File: src/rtl/irq_pkg.sv
package irq_pkg;
  typedef enum logic [1:0] {
    ADDR_FLAGS  = 2'd0,
    ADDR_ENABLE = 2'd1,
    ADDR_SELECT = 2'd2,
    ADDR_NONE   = 2'd3
  } regAddr_e;

  typedef struct packed {
    logic     clrFlags;
    logic     wrEnable;
    logic     wrSelect;
    logic     rdLoad;
    regAddr_e rdSel;
  } busStrobe_t;
endpackage

File: src/rtl/irq_ctrl.sv
module irq_ctrl
  import irq_pkg::*;
(
  input  logic       [1:0] regAddr,
  input  logic             regWrEn,
  input  logic             regRdEn,
  output busStrobe_t       strobe
);
  regAddr_e addrDec;

  always_comb begin
    addrDec         = regAddr_e'(regAddr);
    strobe.clrFlags = regWrEn && (addrDec == ADDR_FLAGS);
    strobe.wrEnable = regWrEn && (addrDec == ADDR_ENABLE);
    strobe.wrSelect = regWrEn && (addrDec == ADDR_SELECT);
    strobe.rdLoad   = regRdEn;
    strobe.rdSel    = addrDec;
  end
endmodule

File: src/rtl/irq_datapath.sv
module irq_datapath
  import irq_pkg::*;
#(
  parameter int DATA_W    = 32,
  parameter int NUM_FLAGS = 24
) (
  input  logic                 clk,
  input  logic                 rstN,
  input  logic [NUM_FLAGS-1:0] evtIn,
  input  busStrobe_t           strobe,
  input  logic [DATA_W-1:0]    wrData,
  output logic [DATA_W-1:0]    rdData,
  output logic                 irqLine0,
  output logic                 irqLine1
);
  logic [NUM_FLAGS-1:0] evtPrev;
  logic [NUM_FLAGS-1:0] flagReg;
  logic [NUM_FLAGS-1:0] flagNext;
  logic [DATA_W-1:0]    enReg;
  logic [DATA_W-1:0]    selReg;
  logic [DATA_W-1:0]    rdNext;
  logic [NUM_FLAGS-1:0] toLine0;
  logic [NUM_FLAGS-1:0] toLine1;

  // one cell per flag: edge detect, then set dominates clear
  for (genvar i = 0; i < NUM_FLAGS; i++) begin : g_flag
    logic riseSeen;
    logic clrHit;
    assign riseSeen    = evtIn[i] & ~evtPrev[i];
    assign clrHit      = strobe.clrFlags & wrData[i];
    assign flagNext[i] = riseSeen | (flagReg[i] & ~clrHit);
    assign toLine0[i]  = flagReg[i] & enReg[i] & ~selReg[i];
    assign toLine1[i]  = flagReg[i] & enReg[i] &  selReg[i];
  end

  always_ff @(posedge clk or negedge rstN) begin
    if (!rstN) begin
      evtPrev <= '0;
      flagReg <= '0;
    end else begin
      evtPrev <= evtIn;
      flagReg <= flagNext;
    end
  end

  always_ff @(posedge clk or negedge rstN) begin
    if (!rstN) begin
      enReg  <= '0;
      selReg <= '0;
    end else begin
      if (strobe.wrEnable) enReg  <= wrData;
      if (strobe.wrSelect) selReg <= wrData;
    end
  end

  always_ff @(posedge clk or negedge rstN) begin
    if (!rstN) begin
      irqLine0 <= 1'b0;
      irqLine1 <= 1'b0;
    end else begin
      irqLine0 <= |toLine0;
      irqLine1 <= |toLine1;
    end
  end

  always_comb begin
    rdNext = '0;
    unique case (strobe.rdSel)
      ADDR_FLAGS:  rdNext[NUM_FLAGS-1:0] = flagReg;
      ADDR_ENABLE: rdNext = enReg;
      ADDR_SELECT: rdNext = selReg;
      default:     rdNext = '0;
    endcase
  end

  always_ff @(posedge clk or negedge rstN) begin
    if (!rstN)              rdData <= '0;
    else if (strobe.rdLoad) rdData <= rdNext;
  end

  // a flag that newly appears had its event high at that edge
  a_r1_new_flag_needs_event: assert property (@(posedge clk) disable iff (!rstN)
    1'b1 |=> ((flagReg & ~$past(flagReg) & ~$past(evtIn)) == '0));

  // without a clear strobe no flag drops
  a_r2_sticky: assert property (@(posedge clk) disable iff (!rstN)
    !strobe.clrFlags |=> ((flagReg & $past(flagReg)) == $past(flagReg)));

  // written ones clear their flags unless an event is present
  a_r3_clear: assert property (@(posedge clk) disable iff (!rstN)
    strobe.clrFlags |=> ((flagReg & $past(wrData[NUM_FLAGS-1:0]) & ~$past(evtIn)) == '0));

  // nothing enabled means both lines low next cycle
  a_r5_gated: assert property (@(posedge clk) disable iff (!rstN)
    ((flagReg & enReg[NUM_FLAGS-1:0]) == '0) |=> (!irqLine0 && !irqLine1));

  // nothing routed to line 0 keeps it low
  a_r6_route0: assert property (@(posedge clk) disable iff (!rstN)
    ((flagReg & enReg[NUM_FLAGS-1:0] & ~selReg[NUM_FLAGS-1:0]) == '0) |=> !irqLine0);

  // reserved readback bits stay zero for the flag address
  a_r7_reserved: assert property (@(posedge clk) disable iff (!rstN)
    (strobe.rdLoad && strobe.rdSel == ADDR_FLAGS) |=> (rdData[DATA_W-1:NUM_FLAGS] == '0));

  // read data holds without a read strobe
  a_r11_hold: assert property (@(posedge clk) disable iff (!rstN)
    !strobe.rdLoad |=> $stable(rdData));
endmodule

File: src/rtl/irq_flags_top.sv
module irq_flags_top
  import irq_pkg::*;
#(
  parameter int DATA_W    = 32,
  parameter int NUM_FLAGS = 24
) (
  input  logic                 clk,
  input  logic                 rstN,
  input  logic [NUM_FLAGS-1:0] evtIn,
  input  logic [1:0]           regAddr,
  input  logic                 regWrEn,
  input  logic                 regRdEn,
  input  logic [DATA_W-1:0]    regWrData,
  output logic [DATA_W-1:0]    regRdData,
  output logic                 irqLine0,
  output logic                 irqLine1
);
  busStrobe_t strobe;

  irq_ctrl u_ctrl (
    .regAddr (regAddr),
    .regWrEn (regWrEn),
    .regRdEn (regRdEn),
    .strobe  (strobe)
  );

  irq_datapath #(
    .DATA_W    (DATA_W),
    .NUM_FLAGS (NUM_FLAGS)
  ) u_dp (
    .clk      (clk),
    .rstN     (rstN),
    .evtIn    (evtIn),
    .strobe   (strobe),
    .wrData   (regWrData),
    .rdData   (regRdData),
    .irqLine0 (irqLine0),
    .irqLine1 (irqLine1)
  );
endmodule

File: config.mk
export PLATFORM = sky130hd
export DESIGN_NAME = irq_flags_top
export DESIGN_NICKNAME = d
export VERILOG_FILES = /design/src/rtl/irq_pkg.sv /design/src/rtl/irq_ctrl.sv /design/src/rtl/irq_datapath.sv /design/src/rtl/irq_flags_top.sv
export SDC_FILE = /design/constraint.sdc
export NUM_CORES = 1
export LEC_CHECK = 0
export BUFFER_PORTS_ARGS = -buffer_cell sky130_fd_sc_hd__buf_2
export CORE_MARGIN = 10
export CORE_UTILIZATION = 51
export DETAILED_ROUTE_END_ITERATION = 10
export GPL_TIMING_DRIVEN = 0
export PLACE_DENSITY = 0.81
export REMOVE_ABC_BUFFERS = 1
export SYNTH_ARGS = -nofsm -noshare
export SYNTH_HDL_FRONTEND = slang
export SYNTH_SLANG_ARGS = --single-unit
export TNS_END_PERCENT = 1
File: constraint.sdc
create_clock -name clk -period 0.9 [get_ports clk]
set_input_delay 0.225 -clock clk [delete_from_list [all_inputs] [get_ports clk]]
set_output_delay 0.225 -clock clk [all_outputs]
set_load 0.02 [all_outputs]
==> impl_metrics.env, run 1 <==
export IMPL_die_area_um2=17000
export IMPL_cts_clk_slew_worst_paths_ps=60
export IMPL_std_cell_rows=40
export IMPL_use_met3_pct=6.41
export IMPL_die_h_um=131
export IMPL_critPathTopFamily="flip-flops"
export IMPL_power_density_nw_per_um2=2310
export IMPL_start_kind="register"
export IMPL_cts_sinks=146
export IMPL_worst_slew_pin_transition_ps=554
export IMPL_ys_flop_type="dfrtp_1"
export IMPL_synth_edf_count=0
export IMPL_drtPass1Iterations=6
export IMPL_cts_root_buffer="clkbuf_16"
export IMPL_critPathKind="reg -> out"
export IMPL_slew_viol_final=0
export IMPL_met1_usage_pct=24.9
export IMPL_netlist_instances=513
export IMPL_place_inst=729
export IMPL_finalWorstSetupSlack_ps=-293
export IMPL_max_freq_ghz=0.838
export IMPL_post_drt_wl_per_cell_um=20.8
export IMPL_relSlewSlack_pct=63.1
export IMPL_cts_made_buffers=17
export IMPL_synth_area_um2=6240
export IMPL_most_common_layout_cells="dfrtp_1 (146), buf_2 (75), nand2_1 (73), mux2_4 (60), inv_1 (56)"
export IMPL_holdWs_ps=-242
export IMPL_synth_distinct_cells=21
export IMPL_antenna_found_initial=1
export IMPL_dieWidth_um=131
export IMPL_status="finished with violations"
export IMPL_initial_core_util_pct=51.9
export IMPL_setup_tns_ps=-14390
export IMPL_cts_hold_buf=24
export IMPL_fin_crit_ps=1190
export IMPL_via_per_inst=5.74
export IMPL_yosysSeqAreaShare_pct=58.6
export IMPL_core_area_um2=12000
export IMPL_ioPinCount=96
export IMPL_syn_area_per_cell_um2=12.2
export IMPL_layout_commonest_cell="dfrtp_1"
export IMPL_finalNonFillerCells=795
export IMPL_ys_ff_latch=146
export IMPL_p_total_mw=18.2
export IMPL_grt_usage_pct=20.4
export IMPL_yosysWarningCount=0
export IMPL_path_buf_inv=1
export IMPL_slowest_delay_ps=380
export IMPL_drc=0
export IMPL_area_growth_pct=26.9
export IMPL_routabilityCongestion=0.816
export IMPL_clk_path_buf_depth=2
export IMPL_worstSetupEndpointType="output pin"
export IMPL_final_setup_viol_count=143
export IMPL_busiest_layer="met2"
export IMPL_critPathRequiredTime_ps=670
export IMPL_crit_chain="buf_2"
export IMPL_yosysTopAreaCellShare_pct=58.6
export IMPL_hp_class="in -> async"
export IMPL_synthArstFlopShare_pct=100
export IMPL_nets=700
export IMPL_utilization_pct=65.9
export IMPL_numPortBuffers=95
export IMPL_finClkSkew_ps=5.82
export IMPL_p_leak_nw=3.88
export IMPL_grt_remaining_overflow=0
export IMPL_cts_tree="yes"
export IMPL_drt_iter0_drc=546
export IMPL_rsz0062_at_grt="true"
export IMPL_synth_area_leaders="dfrtp_1 (59%), mux2_4 (14%), nand2_1 (4.5%)"
export IMPL_drive_above_1_share_pct=32.9
export IMPL_cpMaxStageDelayCell="dfrtp_1"
export IMPL_insertion_delay_ps=420
export IMPL_wirelength_um=16500
export IMPL_grt_max_degree=90
export IMPL_drt_antenna_violating_nets=0
export IMPL_ir_worst_vdd_mv=1.51
export IMPL_dp_final_hpwl_um=9610
export IMPL_violations="negative hold slack, negative setup slack"
export IMPL_finalHoldViolCount=57
export IMPL_vias=4560
export IMPL_period_share_pct=133
export IMPL_met2_usage_pct=33.8
export IMPL_critPathArrivalTime_ps=970
export IMPL_post_place_ws_ps=-2550
export IMPL_path_max_fanout=2
export IMPL_grt_first_pass_wirelength_um=26400
export IMPL_grt_pass1_vias=4870
export IMPL_cap_violations=0
export IMPL_htreeDepth=4
export IMPL_synth_largest_area_cell="dfrtp_1"
## cell type report
type / count / area [um^2]
Fill cell: 896 / 4100
Sequential cell: 146 / 3650
Multi-Input combinational cell: 283 / 2320
Timing Repair Buffer: 128 / 971
Clock buffer: 27 / 503
Inverter: 58 / 233
Tap cell: 147 / 184
Clock inverter: 5 / 50.0
Antenna cell: 1 / 2.50
## metal layers
metal	routed length (um)	up-vias
met5	0	-
met4	156	0
met3	1240	12
met2	8360	154
met1	6760	2324
li1	-	2070
## registers in the layout, summed over array words and instances, names as in the netlist
name           cells
u_dp.rdData       32
u_dp.selReg       32
u_dp.enReg        32
u_dp.irqLine1      1
u_dp.evtPrev      24
u_dp.irqLine0      1
u_dp.flagReg      24
## through the flow
stage	hold slack (ps)	cell area (um^2)
3_5_place_dp	230	6750
4_1_cts	-220	7870
3_3_place_gp	347	6720
6_report	-242	7910
2_1_floorplan	-70.6	6060
5_1_grt	-194	7910
## path summary, 6_finish.rpt
kind	start	to	slack [ps]	depth (start not counted)
setup reg to reg	u_dp.enReg[14]$_DFFE_PN0P_	u_dp.irqLine1$_DFF_PN0_	-290	4
min in group clk	regWrData[28]	u_dp.enReg[28]$_DFFE_PN0P_	50	2
hold / removal	rstN	u_dp.evtPrev[6]$_DFF_PN0_	-240	1
hold reg to reg	u_dp.evtPrev[20]$_DFF_PN0_	u_dp.flagReg[20]$_DFF_PN0_	400	1
setup / recovery	u_dp.rdData[22]$_DFFE_PN0P_	regRdData[22]	-290	1
max in group asynchronous	rstN	u_dp.enReg[12]$_DFFE_PN0P_	320	2
## cell families after synthesis
kind of cell             share of synthesized area (%)
adder cells (fa/ha/maj)                          0.803
multiplexers                                      15.2
AO/OA/AOI/OAI                                     11.2
AND/OR/NAND/NOR                                   7.93
buffers and inverters                             6.36
flip-flops                                        58.6
## report_power, final
group / internal [mW] / switching [mW]
registers: 7.46 / 0.800
logic: 1.76 / 1.57
clock network: 4.08 / 2.57
total: 13.3 / 4.95
## timing repair
item                                   in CTS  in global routing
pin swaps                                  28                 23
setup endpoints to repair                 156                155
endpoints found under the hold margin      81                 57
cloned                                      1                  0
resized for setup                          61                 14
setup buffers                               8                  0
## synthesized netlist by cell type (all sizes together), types with 4 or more instances
cell type    n
buf         22
nand3       25
nor4         4
a22oi        8
inv         58
dfrtp      146
ha           4
a222oi      24
mux2        64
nand4        6
o21ai       24
nand2       76
clkbuf       5
o22ai       44
Power figures use the tool's default switching activity.
==> run 2, diff against run 1 <==
--- a/config.mk
+++ b/config.mk
@@ -11,4 +11,6 @@
 export DETAILED_ROUTE_END_ITERATION = 10
+export GPL_ROUTABILITY_DRIVEN = 0
 export GPL_TIMING_DRIVEN = 0
 export PLACE_DENSITY = 0.81
+export RECOVER_POWER = 50
 export REMOVE_ABC_BUFFERS = 1
==> constraint.sdc (replaced) <==
create_clock -name clk -period 0.9 [get_ports clk]
set_input_delay 0.045 -clock clk [delete_from_list [all_inputs] [get_ports clk]]
set_output_delay 0.045 -clock clk [all_outputs]
set_load 0.02 [all_outputs]
==> run 2 against run 1 <==
The run still ends with negative hold slack, negative setup slack left. Via count is 3.7% higher. Worst hold slack got worse by 25 ps. Sequential cell count did not move. Critical path depth increased by 3. Sequential share of layout area decreased by 1.8 points. Setup slack improved by 5.4 ps. Largest cell class unchanged.
==> impl_metrics.env, run 2 (same netlist as run 1, synthesis figures left out) <==
export IMPL_status="finished with violations"
export IMPL_violations="negative hold slack, negative setup slack"
export IMPL_cts_sinks=146
export IMPL_ir_worst_vdd_mv=1.52
export IMPL_std_cell_rows=40
export IMPL_vias=4727
export IMPL_design_area_um2=8240
export IMPL_drc=0
export IMPL_setup_tns_ps=-11160
export IMPL_reg_largest_list="u_dp.enReg x32, u_dp.rdData x32, u_dp.selReg x32"
export IMPL_critPathArrivalTime_ps=1480
export IMPL_fill_cells=849
export IMPL_clk_path_buf_depth=2
export IMPL_worst_slew_pin_transition_ps=819
export IMPL_cts_clk_slew_worst_paths_ps=60
export IMPL_seq_area_um2=3650
export IMPL_path_max_fanout=4
export IMPL_layout_commonest_cell="dfrtp_1"
export IMPL_most_common_layout_cells="dfrtp_1 (146), nand2_1 (74), mux2_4 (60), buf_2 (60)"
export IMPL_finClkSkew_ps=7.35
export IMPL_grt_usage_pct=19.8
export IMPL_ioPinCount=96
export IMPL_max_freq_ghz=0.842
export IMPL_holdWs_ps=-267
export IMPL_drtPass1Iterations=6
export IMPL_post_drt_wl_per_cell_um=19.7
export IMPL_antenna_found_initial=0
export IMPL_drive_above_1_share_pct=29.9
export IMPL_htreeDepth=4
export IMPL_finalWorstSetupSlack_ps=-287
export IMPL_drt_iter0_drc=542
export IMPL_finalNonFillerCells=833
export IMPL_nets=739
export IMPL_grt_max_degree=90
export IMPL_cts_tree="yes"
export IMPL_cts_root_buffer="clkbuf_16"
export IMPL_drt_antenna_violating_nets=0
export IMPL_worstSetupEndpointType="register"
export IMPL_core_area_um2=12000
export IMPL_crit_chain="nand3_1 -> nand4_1 -> nor4_2 -> nand2_1"
export IMPL_period_share_pct=132
export IMPL_dieWidth_um=131
export IMPL_numPortBuffers=95
export IMPL_place_area_um2=6750
export IMPL_start_kind="register"
export IMPL_die_h_um=131
export IMPL_slew_viol_final=0
export IMPL_die_area_um2=17000
export IMPL_finalHoldViolCount=57
export IMPL_insertion_delay_ps=420
export IMPL_grt_first_pass_wirelength_um=26200
export IMPL_critPathKind="reg -> reg"
export IMPL_cts_hold_buf=56
export IMPL_via_per_inst=5.67
export IMPL_cap_violations=0
export IMPL_cpMaxStageDelayCell="dfrtp_1"
export IMPL_p_leak_nw=3.99
export IMPL_initial_core_util_pct=51.9
export IMPL_grt_remaining_overflow=0
export IMPL_wirelength_um=16500
export IMPL_place_inst=729
export IMPL_critPathRequiredTime_ps=1190
export IMPL_power_density_nw_per_um2=2230
export IMPL_slowest_delay_ps=410
export IMPL_p_total_mw=18.4
export IMPL_relSlewSlack_pct=45.4
export IMPL_fin_crit_ps=1190
export IMPL_area_growth_pct=32.1
export IMPL_multiInputGateArea_um2=2310
export IMPL_hp_class="in -> async"
export IMPL_rsz0062_at_grt="true"
export IMPL_diodes=0
export IMPL_grt_pass1_vias=5043
export IMPL_cts_made_buffers=17
export IMPL_dp_final_hpwl_um=9610
export IMPL_final_setup_viol_count=148
-- run 2: cell count changes in the layout (fill, tap and decap cells not counted), moves of 2 or more --
cell,previous run,this run
inv_8,2,0
nand3_2,1,3
clkinv_8,0,2
clkbuf_4,0,2
buf_8,0,2
dlygate4sd3_1,24,56
clkbuf_2,0,3
buf_4,6,13
clkbuf_1,6,21
buf_2,75,60
nand3_1,24,22
buf_6,18,14
-- run 2: critical path: cells and delay by family, from the launching register on --
family,cells,cell delay (ps)
DFF,1,410
and+or+nand+nor,4,660
-- run 2: per-layer routing --
metal | track usage (%) | up-vias | part of all wire, %
met2 | 32.8 | 154 | 51
met4 | 6.87 | 0 | 1.5
met3 | 6.16 | 21 | 6.6
met1 | 24.1 | 2408 | 40
met5 | 0 | - | 0
li1 | - | 2144 | -
-- run 2: cell type report --
| class | count | share of cell area (%) |
|---|---|---|
| tap | 147 | 2.23 |
| sequential | 146 | 44.4 |
| multi-input combinational | 282 | 28.1 |
| inverter | 58 | 2.95 |
| timing repair buffer | 168 | 15.7 |
| clock buffer | 27 | 6.11 |
| clock inverter | 5 | 0.608 |
-- run 2: worst paths after layout --
kind	startpoint	endpoint	slack [ps]	cells after the start
worst min register to register	u_dp.evtPrev[20]$_DFF_PN0_	u_dp.flagReg[20]$_DFF_PN0_	400	1
worst max-delay path	u_dp.enReg[2]$_DFFE_PN0P_	u_dp.irqLine1$_DFF_PN0_	-290	4
max in group asynchronous	rstN	u_dp.rdData[18]$_DFFE_PN0P_	200	2
min in group clk	regRdEn	u_dp.rdData[31]$_DFFE_PN0P_	250	2
worst min-delay path	rstN	u_dp.evtPrev[6]$_DFF_PN0_	-270	1
worst max register to register	u_dp.enReg[2]$_DFFE_PN0P_	u_dp.irqLine1$_DFF_PN0_	-290	4
-- run 2: per-stage QoR --
step                      hold slack (ps)  setup WS (ps)  utilization, %
after detailed placement             50.0          -2370            56.2
after CTS                            -400           -265            67.8
after global placement                167          -2360            55.9
final                                -267           -287            68.6
after global routing                 -204           -369            68.6
after floorplan                      -251          -1190               -
-- run 2: report_power, final --
group	leakage, nW	internal, mW	switching, mW
clock network	0.275	4.08	2.56
registers	1.71	7.46	0.781
logic	2.01	1.89	1.63
-- run 2: timing repair --
item	in CTS	in global routing
setup buffers	16	0
cloned	0	0
pin swaps	21	18
gates resized for setup	33	36
endpoints found under the setup margin	156	156
endpoints found under the hold margin	169	57
==> run 3, diff against run 2 <==
- CORE_UTILIZATION: 51 -> 53
- CTS_BUF_LIST: unset -> sky130_fd_sc_hd__clkbuf_8
- PLACE_DENSITY: 0.81 -> 0.83
==> run 3 against run 2 <==
Cell count fell by 0.36%. Sequential share of layout area up 0.78 points. Final area decreased by 1.7%. The flow still finishes with violations (negative hold slack, negative setup slack). Via count rose by 0.61%. Critical path type unchanged. Clock power shrank 23%. Register-to-register slack improved by 20 ps. Largest cell class unchanged. Routed wire length down 0.35%. Global-route usage increased by 0.44 points. Fmax is 1.4% higher. Clock skew about the same. Die area decreased by 3.2%. Combinational power up 1%.
==> impl_metrics.env, run 3 (same netlist as run 1, synthesis figures left out) <==
export IMPL_relSlewSlack_pct=15.5
export IMPL_place_inst=725
export IMPL_ir_worst_vdd_mv=1.25
export IMPL_finalHoldViolCount=49
export IMPL_drtPass1Iterations=9
export IMPL_most_common_layout_cells="dfrtp_1 (146), nand2_1 (75), mux2_4 (60), inv_1 (59), buf_2 (59)"
export IMPL_rr_startpoint="u_dp.enReg[10]$_DFFE_PN0P_"
export IMPL_area_growth_pct=29.8
export IMPL_setup_tns_ps=-12490
export IMPL_die_h_um=128
export IMPL_dp_final_hpwl_um=9380
export IMPL_cts_clk_slew_worst_paths_ps=70
export IMPL_grt_pass1_vias=5002
export IMPL_finalNonFillerCells=830
export IMPL_switching_share_pct=28.3
export IMPL_core_area_um2=11500
export IMPL_post_drt_wl_per_cell_um=19.8
export IMPL_initial_core_util_pct=54.4
export IMPL_power_frac_clock_pct=30.2
export IMPL_critPathArrivalTime_ps=1490
export IMPL_seqPwrFrac_pct=48.8
export IMPL_finalWorstSetupSlack_ps=-271
export IMPL_layout_commonest_cell="dfrtp_1"
export IMPL_fin_crit_ps=1170
export IMPL_htreeDepth=4
export IMPL_worst_slew_pin_transition_ps=1270
export IMPL_ioPinCount=96
export IMPL_rsz0062_at_grt="true"
export IMPL_clk_path_buf_depth=2
export IMPL_grt_usage_pct=20.3
export IMPL_p_leak_nw=3.94
export IMPL_drc=0
export IMPL_p_total_mw=16.9
export IMPL_multiInputGateArea_um2=2300
export IMPL_std_cell_rows=39
export IMPL_drt_iter0_drc=615
export IMPL_vias=4756
export IMPL_grt_first_pass_wirelength_um=26400
export IMPL_startpoint="u_dp.enReg[10]$_DFFE_PN0P_"
export IMPL_switching_power_mw=4.78
export IMPL_slew_viol_final=0
export IMPL_critPathRequiredTime_ps=1220
export IMPL_cap_violations=0
export IMPL_critPathKind="reg -> reg"
export IMPL_finClkSkew_ps=7.09
export IMPL_numPortBuffers=95
export IMPL_antenna_found_initial=0
export IMPL_wirelength_um=16400
export IMPL_holdWs_ps=-143
export IMPL_cts_sinks=146
export IMPL_reg_largest_list="u_dp.enReg x32, u_dp.rdData x32, u_dp.selReg x32"
export IMPL_insertion_delay_ps=450
export IMPL_diodes=0
export IMPL_worstSetupEndpointType="register"
export IMPL_seq_area_um2=3650
export IMPL_dieWidth_um=128
export IMPL_violations="negative hold slack, negative setup slack"
export IMPL_power_density_nw_per_um2=2090
export IMPL_path_max_fanout=4
export IMPL_reg2regPathDepth=4
export IMPL_max_freq_ghz=0.854
export IMPL_hp_class="in -> async"
export IMPL_p_comb_share_pct=21.1
export IMPL_drive_above_1_share_pct=29.7
export IMPL_drt_antenna_violating_nets=0
export IMPL_fill_cells=774
export IMPL_nets=742
export IMPL_via_per_inst=5.73
export IMPL_cts_tree="yes"
export IMPL_start_kind="register"
export IMPL_grt_max_degree=98
export IMPL_die_area_um2=16500
export IMPL_internal_power_mw=12.1
export IMPL_grt_remaining_overflow=0
export IMPL_period_share_pct=130
export IMPL_post_place_ws_ps=-2440
export IMPL_status="finished with violations"
export IMPL_cts_hold_buf=56
export IMPL_final_setup_viol_count=205
export IMPL_cts_root_buffer="clkbuf_8"
export IMPL_cts_made_buffers=17
==> run 3: cell types whose count changed in the layout (fill, tap and decap cells not counted), moves of 3 or more <==
cell / before / now
clkbuf_16: 17 / 0
inv_1: 56 / 59
clkbuf_1: 21 / 17
clkbuf_8: 4 / 22
buf_6: 14 / 21
==> run 3: repair_timing <==
| item | 4_1_cts | 5_1_grt |
|---|---|---|
| buffers inserted | 18 | 0 |
| pin swaps | 29 | 6 |
| endpoints found under the hold margin | 161 | 49 |
| resized for setup | 52 | 23 |
| endpoints found under the setup margin | 156 | 154 |
| cloned | 1 | 0 |
==> run 3: path summary, 6_finish.rpt <==
kind,endpoint,slack (ps)
setup / recovery,u_dp.irqLine0$_DFF_PN0_,-270
hold / removal,u_dp.selReg[25]$_DFFE_PN0P_,-140
setup reg to reg,u_dp.irqLine0$_DFF_PN0_,-270
hold reg to reg,u_dp.flagReg[2]$_DFF_PN0_,410
max in group asynchronous,u_dp.flagReg[23]$_DFF_PN0_,-10
min in group clk,u_dp.rdData[31]$_DFFE_PN0P_,200
==> run 3: cell type report <==
class	instances	area share, %
Multi-Input combinational cell	283	28.5
Sequential cell	146	45.1
Tap cell	143	2.21
Clock buffer	22	3.74
Inverter	58	3.00
Clock inverter	8	1.07
Timing Repair Buffer	170	16.4
==> run 3: metal layers <==
| metal | global-route usage (%) | wire, um | up-vias |
|---|---|---|---|
| met1 | 26.1 | 6950 | 2372 |
| li1 | - | - | 2143 |
| met3 | 5.46 | 1230 | 19 |
| met4 | 7.68 | 200 | 0 |
| met2 | 32.0 | 8020 | 222 |
| met5 | 0 | 0 | - |
==> run 3: power groups by stage <==
stage	registers, mW	clock network, mW	logic (mW)
detailed placement	8.30	0	2.92
floorplan	8.36	0	1.74
global route	8.36	5.40	3.87
finish	8.25	5.10	3.57
CTS	8.18	5.16	3.50
global placement	8.21	0	2.83
==> run 3: per-stage QoR <==
stage          cell area (um^2)  util, %
6_report                   8090     70.6
5_1_grt                    8090     70.6
4_1_cts                    8050     70.2
3_5_place_dp               6750     58.8
3_3_place_gp               6710     58.5
2_1_floorplan              6060        -
==> run 3: critical path, stage by stage, from the launching register on <==
cell     delay [ps]
dfrtp_1         420
nand2_1          80
o22ai_1         110
nor4_2          320
nand3_1         110
